--- src/rtl/bipartite_sine.sv ---
module bipartite_sine #(
  parameter int SEG_W  = 4,
  parameter int GRP_W  = 2,
  parameter int FINE_W = 4,
  parameter int OUT_W  = 8,
  parameter int OFS_W  = 4,
  localparam int PH_W   = SEG_W + FINE_W
) (
  input  logic             clk,
  input  logic             rst_n,
  input  logic [PH_W-1:0]  phase_in,
  output logic [OUT_W-1:0] amp_out
);

  localparam int HALF_W = FINE_W - 1;
  localparam int N_SEG  = 1 << SEG_W;
  localparam int N_OFS  = 1 << (GRP_W + HALF_W);

  localparam logic [OUT_W-1:0] BASE_TAB [N_SEG] = '{
    8'd12,  8'd37,  8'd62,  8'd86,  8'd109, 8'd131, 8'd151, 8'd171,
    8'd188, 8'd204, 8'd218, 8'd230, 8'd239, 8'd246, 8'd251, 8'd254
  };

  localparam logic [OFS_W-1:0] OFS_TAB [N_OFS] = '{
    4'd1, 4'd2, 4'd4, 4'd5, 4'd7, 4'd8, 4'd10, 4'd11,
    4'd1, 4'd2, 4'd3, 4'd5, 4'd6, 4'd7, 4'd8,  4'd10,
    4'd0, 4'd1, 4'd2, 4'd3, 4'd4, 4'd5, 4'd6,  4'd6,
    4'd0, 4'd0, 4'd1, 4'd1, 4'd1, 4'd2, 4'd2,  4'd2
  };

  logic [SEG_W-1:0]  seg;
  logic [GRP_W-1:0]  grp;
  logic              right;
  logic [HALF_W-1:0] k;
  logic [OUT_W-1:0]  base;
  logic [OFS_W-1:0]  ofs;
  logic [OUT_W:0]    sum;
  logic [OUT_W-1:0]  amp_nxt;

  assign seg   = phase_in[PH_W-1 -: SEG_W];
  assign grp   = seg[SEG_W-1 -: GRP_W];
  assign right = phase_in[FINE_W-1];
  assign k     = right ? phase_in[HALF_W-1:0] : ~phase_in[HALF_W-1:0];
  assign base  = BASE_TAB[seg];
  assign ofs   = OFS_TAB[{grp, k}];

  assign sum = right ? {1'b0, base} + {{(OUT_W+1-OFS_W){1'b0}}, ofs}
                     : {1'b0, base} - {{(OUT_W+1-OFS_W){1'b0}}, ofs};

  assign amp_nxt = !sum[OUT_W] ? sum[OUT_W-1:0] : (right ? '1 : '0);

  always_ff @(posedge clk or negedge rst_n) begin
    if (!rst_n) amp_out <= '0;
    else        amp_out <= amp_nxt;
  end

  p_reset_clear_r3: assert property (@(posedge clk) !rst_n |=> amp_out == '0)
    else $error("reset did not clear amp_out");

  p_hold_r2: assert property (@(posedge clk) disable iff (!rst_n)
    ($past(rst_n) && $stable(phase_in)) |=> $stable(amp_out))
    else $error("amp_out moved with steady phase");

  p_no_wrap_r5: assert property (@(posedge clk) disable iff (!rst_n)
    !right |-> ({{(OUT_W-OFS_W){1'b0}}, ofs} <= base))
    else $error("left-half offset exceeds base value");

  p_sat_r8: assert property (@(posedge clk) disable iff (!rst_n)
    (right && sum[OUT_W]) |=> amp_out == '1)
    else $error("overflowing sum not clamped");

endmodule

--- config.mk ---
export PLATFORM = sky130hd
export DESIGN_NAME = bipartite_sine
export DESIGN_NICKNAME = d
export VERILOG_FILES = /design/src/rtl/bipartite_sine.sv
export SDC_FILE = /design/constraint.sdc
export NUM_CORES = 1
export LEC_CHECK = 0
export ABC_AREA = 1
export BUFFER_PORTS_ARGS = -buffer_cell sky130_fd_sc_hd__buf_2
export CAP_MARGIN = 20
export CORE_ASPECT_RATIO = 0.75
export CORE_MARGIN = 10
export CORE_UTILIZATION = 32
export CTS_CLUSTER_DIAMETER = 150
export DETAILED_ROUTE_END_ITERATION = 6
export HOLD_SLACK_MARGIN = 0.06
export PLACE_DENSITY = 0.46
export SKIP_CTS_REPAIR_TIMING = 1
export SLEW_MARGIN = 20
export SYNTH_ARGS = -nofsm -noshare
export SYNTH_HDL_FRONTEND = slang
export SYNTH_SLANG_ARGS = --single-unit
--- constraint.sdc ---
create_clock -name clk -period 0.8 [get_ports clk]
set_clock_uncertainty 0.2 [all_clocks]
set_input_delay 0 -clock clk [delete_from_list [all_inputs] [get_ports clk]]
set_output_delay 0 -clock clk [all_outputs]
set_load 0.01 [all_outputs]
**Word-level counts from Yosys, hierarchy flattened**

Memory sizes are Yosys's and may differ from the RTL's.
Cells that the tools add are included.

- Add/sub/neg operators: 2
- Order comparisons: 2
- Muxes and demuxes: 8
- Bitwise gates (word level): 3

Operators by type and width:

| operator | count |
|---|---|
| 8-bit 2-to-1 mux | 4 |
| 8-bit by 4-bit adder with 9-bit output | 1 |
| 9-bit 2-to-1 mux | 1 |
| 8-bit by 4-bit subtractor with 9-bit output | 1 |
| 4-bit 2-to-1 mux | 2 |
| 6-bit greater-or-equal comparator (second input constant) | 1 |
| 5-bit inverter with 6-bit output | 1 |
| 5-bit greater-or-equal comparator (second input constant) | 1 |
| 4-bit inverter with 5-bit output | 1 |
| 3-bit 2-to-1 mux | 1 |
| 3-bit inverter | 1 |

- Flip-flop bits (word level): 8
- ROM bits: 256
- Output and inout bits: 8
- Word-level logic and storage cells: 18
- Memories: 2

Memories:

| memory | words | bits a word | rd ports | clocked after Yosys merged registers in | write ports | line | source |
|---|---|---|---|---|---|---|---|
| (name not given) | 32 | 4 | 1 | 0 | 0 | 45 | `assign ofs = OFS_TAB[{grp, k}];` |
| (name not given) | 16 | 8 | 1 | 0 | 0 | 44 | `assign base = BASE_TAB[seg];` |

**Longest topological paths before layout**

- Depth after elaboration: 9
- Gate-level depth with buffers: 29

**Least setup slack after synthesis**

OpenSTA, ideal clock, no wires.

- Kind: input port to flip-flop
- From: in phase_in[3]
- To: reg amp_out[0]
- Arrival time: 2.865 ns
- Required time: 0.476 ns
- Setup slack: -2.389 ns
- Stages: 17
- Path buffers: 1
- Cell sequence: buf_6 > xor2_1 > inv_1 > ha_1 > o211ai_1 > nand3_2 > nor3_2 > ha_1 > nand2_1 > o21ai_0 > ha_1 > a21oi_1 > nand2_1 > a31oi_1 > inv_1 > nand2_1 > nand2_1

- Word-level cells in the longest chain between the ends: 8
- Elaborated cells on any way between the ends: 10
- Those cells by class: 2 x add/sub; 6 x mux; 1 x bitwise; 1 x memory

RTL lines:

| what | line | source |
|---|---|---|
| from (decl) | 11 | `input logic [PH_W-1:0] phase_in,` |
| 3-bit 2-to-1 mux | 43 | `assign k = right ? phase_in[HALF_W-1:0] : ~phase_in[HALF_W-1:0];` |
| 5-bit inverter with 6-bit output (not written as such) | 45 |  |
| memory read 32 x 4 bit | - |  |
| 4-bit 2-to-1 mux (not written as such) (2 in series) | 45 |  |
| 8-bit by 4-bit subtractor with 9-bit output or 8-bit by 4-bit adder with 9-bit output (tied branches) | 48, 47 |  |
| 9-bit 2-to-1 mux | 47 | `assign sum = right ? {1'b0, base} + {{(OUT_W+1-OFS_W){1'b0}}, ofs}` |
| 8-bit 2-to-1 mux (*) | 50 | `assign amp_nxt = !sum[OUT_W] ? sum[OUT_W-1:0] : (right ? '1 : '0);` |
| named net amp_nxt[0] | 38 | `logic [OUT_W-1:0] amp_nxt;` |
| to (signal assigned) | 54 | `else amp_out <= amp_nxt;` |
| to (decl) | 12 | `output logic [OUT_W-1:0] amp_out` |

Mark *: on every way through the listed nets, which the timed path passes. The rest lies on a longest branch. The select of a mux whose other input is x is not followed.

**Worst setup path after layout**

- From: in phase_in[0]
- To: reg amp_out[7]

- Word-level cells in the longest chain between the ends: 9
- Elaborated cells on any way between the ends: 10
- Those cells by class: 2 x add/sub; 5 x mux; 2 x bitwise; 1 x memory

RTL lines:

| what | line |
|---|---|
| 3-bit inverter | 43 |
| 3-bit 2-to-1 mux (*) | 43 |
| 5-bit inverter with 6-bit output (not written as such) (*) | 45 |
| memory read 32 x 4 bit (*) | - |
| 4-bit 2-to-1 mux (not written as such) (*) (2 in series) | 45 |
| 8-bit by 4-bit subtractor with 9-bit output or 8-bit by 4-bit adder with 9-bit output (tied branches) | 48, 47 |
| 9-bit 2-to-1 mux (*) | 47 |
| 8-bit 2-to-1 mux (*) | 50 |
| named net amp_nxt[7] | 38 |

Marked as above.

==> results.md <==
- Initial cell density of the core: 0.344
- Leakage power: 0.00116 uW
- Data arrival time of the worst path: 2.72 ns
- Worst setup EP type: register
- Via density: 4.78
- Most common cell after layout, fill and taps aside: buf_4
- Mapped Area: 0.00130 mm^2
- Place WS: -2.47 ns
- Nets@finish: 296
- Flops & latches, synth: 8
- Core area: 0.00378 mm^2
- WS Path Type: in -> reg
- Post-Layout Cell Count: 314
- Crit path buffers/inverters: 6
- CTS tree: done
- Final period utilization: 3.51
- First-pass GRT wire length: 6190 um
- CTS clk-pin slew, worst paths: 0.04 ns
- Antenna violations before repair: 0
- Layout cell share with drive strength beyond 1: 0.569
- DRC Markers: 0
- RSZ-0062 raised after global routing: yes
- Worst IR drop on VDD: 1220 uV
- Max-cap violations: 0
- Area Growth Syn to Fin: 79.4%
- Vias: 1500
- Worst path max stage delay: 0.25 ns
- Post-Synthesis Cells: 191
- Synth Area per Inst: 6.81 um^2
- Initial DRC count: 106
- Tot Pwr: 4120 uW
- All-Layer GR Usage: 0.106
- Failing checks: hold timing, setup timing
- Routed Antenna Nets: 0
- Hold/Removal Path Class: in -> async
- Largest registers: amp_out x8
- Sink Count: 8
- Final setup margin: -2.01 ns
- Fmax: 0.356 GHz
- H-Tree Depth: 1
- Rel. slew slack: 0.707
- Die area: 0.00704 mm^2
- Max FO, Critical Path: 3
- Largest net degree at the start of global routing: 10
- Sequential area share after synthesis: 0.154
- Chip width: 93.6 um
- Num CTS Buffers: 3
- I/O pin count: 18
- Overflow after GRT: 0
- Clock Tree Root: clkbuf_8
- Antenna diodes: 0
- Hold Vio Cnt, Final: 16
- Ys async rst share: 1.00
- Port bufs: 17
- Inst Count DP: 302
- Crit path max-delay family: simple AND/OR/NAND/NOR gates
- Slew @ Worst Pin: 0.437 ns
- Clock Tree Buf Depth: 2
- Post-DP HPWL: 3120 um
- Prevailing post-synth register cell: dfrtp_1
- Die Height: 75.2 um
- Type of origin of the critical path: input pin
- Gpl congestion: 0.891
- Post-synth EDFFs: 0
- Endpoints failing setup: 16
- Post-synthesis cell type count: 31
- Vias in the first global route: 1337
- Most frequent CP cell: nand2_1
- Req. time, crit path: 0.71 ns
- Total wire length: 4020 um
- Highest-count cells in the layout ignoring fill and taps: buf_4, nand2_1, inv_1
- Hold slack final: -0.0461 ns
- WL/cell: 12.8 um
- Status: finished with violations
- Slowest stage cell, crit path: ha_4
- Syn_nets: 223
- Max-slew violation count: 0
- Synthesis warning total: 0
- Drt first pass iters: 4
- Period minus WS final: 2.81 ns
- Largest register by flop count: amp_out
- Power Density: 1770 mW/mm^2
- Worst path cell trace: buf_8 > xor2_4 > inv_2 > ha_4 > buf_4 > a22oi_2 > nand2_2 > buf_6 > ha_4 > inv_2 > nand2_1 > xor2_1 > inv_1 > ha_4 > a21o_1 > nand2_2 > nand3_2 > nand3_2 > nand2_1 > nand2_1 > nand2_2 > nand3_2 > nand2_1
- Std cell rows: 19
- Max reg flops: 8
==> cell usage after synthesis (2+ instances only) <==
master	number	area share
a21oi_1	8	0.031
a22oi_1	2	0.012
a31oi_1	3	0.014
buf_2	2	0.0077
buf_6	2	0.017
dfrtp_1	8	0.15
ha_1	21	0.20
inv_1	26	0.075
nand2_1	46	0.13
nand2_2	6	0.029
nand2_4	2	0.017
nand3_1	23	0.089
nand3_2	3	0.023
nand4_1	2	0.0096
nor2_1	7	0.020
o211ai_1	4	0.023
o21ai_0	7	0.027
xnor2_1	2	0.013
xor2_1	5	0.034
==> per-layer routing <==
metal,global-route usage,share of wire,wire length (um)
met4,0.0252,0.0035,14
met5,0,0,0
met1,0.152,0.52,2100
met2,0.159,0.44,1770
met3,0.0189,0.032,130
==> power by group <==
group | switching (uW) | internal, uW | leakage, uW
clock network | 145 | 325 | 0.0000216
logic | 1490 | 1510 | 0.00105
registers | 70.1 | 571 | 0.0000957
total | 1710 | 2410 | 0.00116
==> kinds of logic (layout without fill, tap and decap cells) <==
family | Yosys count | after routing | share of synthesized area
AOI/OAI and AO/OA | 27 | 27 | 0.122
adders and majority gates | 22 | 22 | 0.218
xor gates and xnor gates | 7 | 7 | 0.0472
DFF | 8 | 8 | 0.154
and+or+nand+nor | 94 | 94 | 0.348
buffers and inverters | 33 | 104 | 0.111
==> per-stage QoR <==
| stage | util | area, um^2 | setup TNS, ns |
|---|---|---|---|
| after detailed placement | 0.478 | 1810 | -19.58 |
| after global placement | 0.478 | 1810 | -18.97 |
| after floorplan | - | 1360 | -17.30 |
| final | 0.617 | 2330 | -16.74 |
| after global routing | 0.617 | 2330 | -18.31 |
| after CTS | 0.489 | 1850 | -18.76 |
==> final timing paths <==
| kind | from | to | slack, ns | cells after the start |
|---|---|---|---|---|
| setup / recovery | phase_in[0] | amp_out[7] | -2.01 | 23 |
| hold / removal | rst_n | amp_out[0] | -0.05 | 2 |
| max in group asynchronous | rst_n | amp_out[5] | 0.29 | 2 |
| min in group clk | phase_in[3] | amp_out[2] | -0.02 | 4 |
==> final cells by class <==
cell class | instances | area (um^2)
Clock buffer | 3 | 41.3
Fill cell | 333 | 1450
Inverter | 29 | 116
Multi-Input combinational cell | 150 | 1330
Sequential cell | 8 | 200
Tap cell | 52 | 65.1
Timing Repair Buffer | 72 | 578
Note: power is estimated with default switching activity, not from simulation.
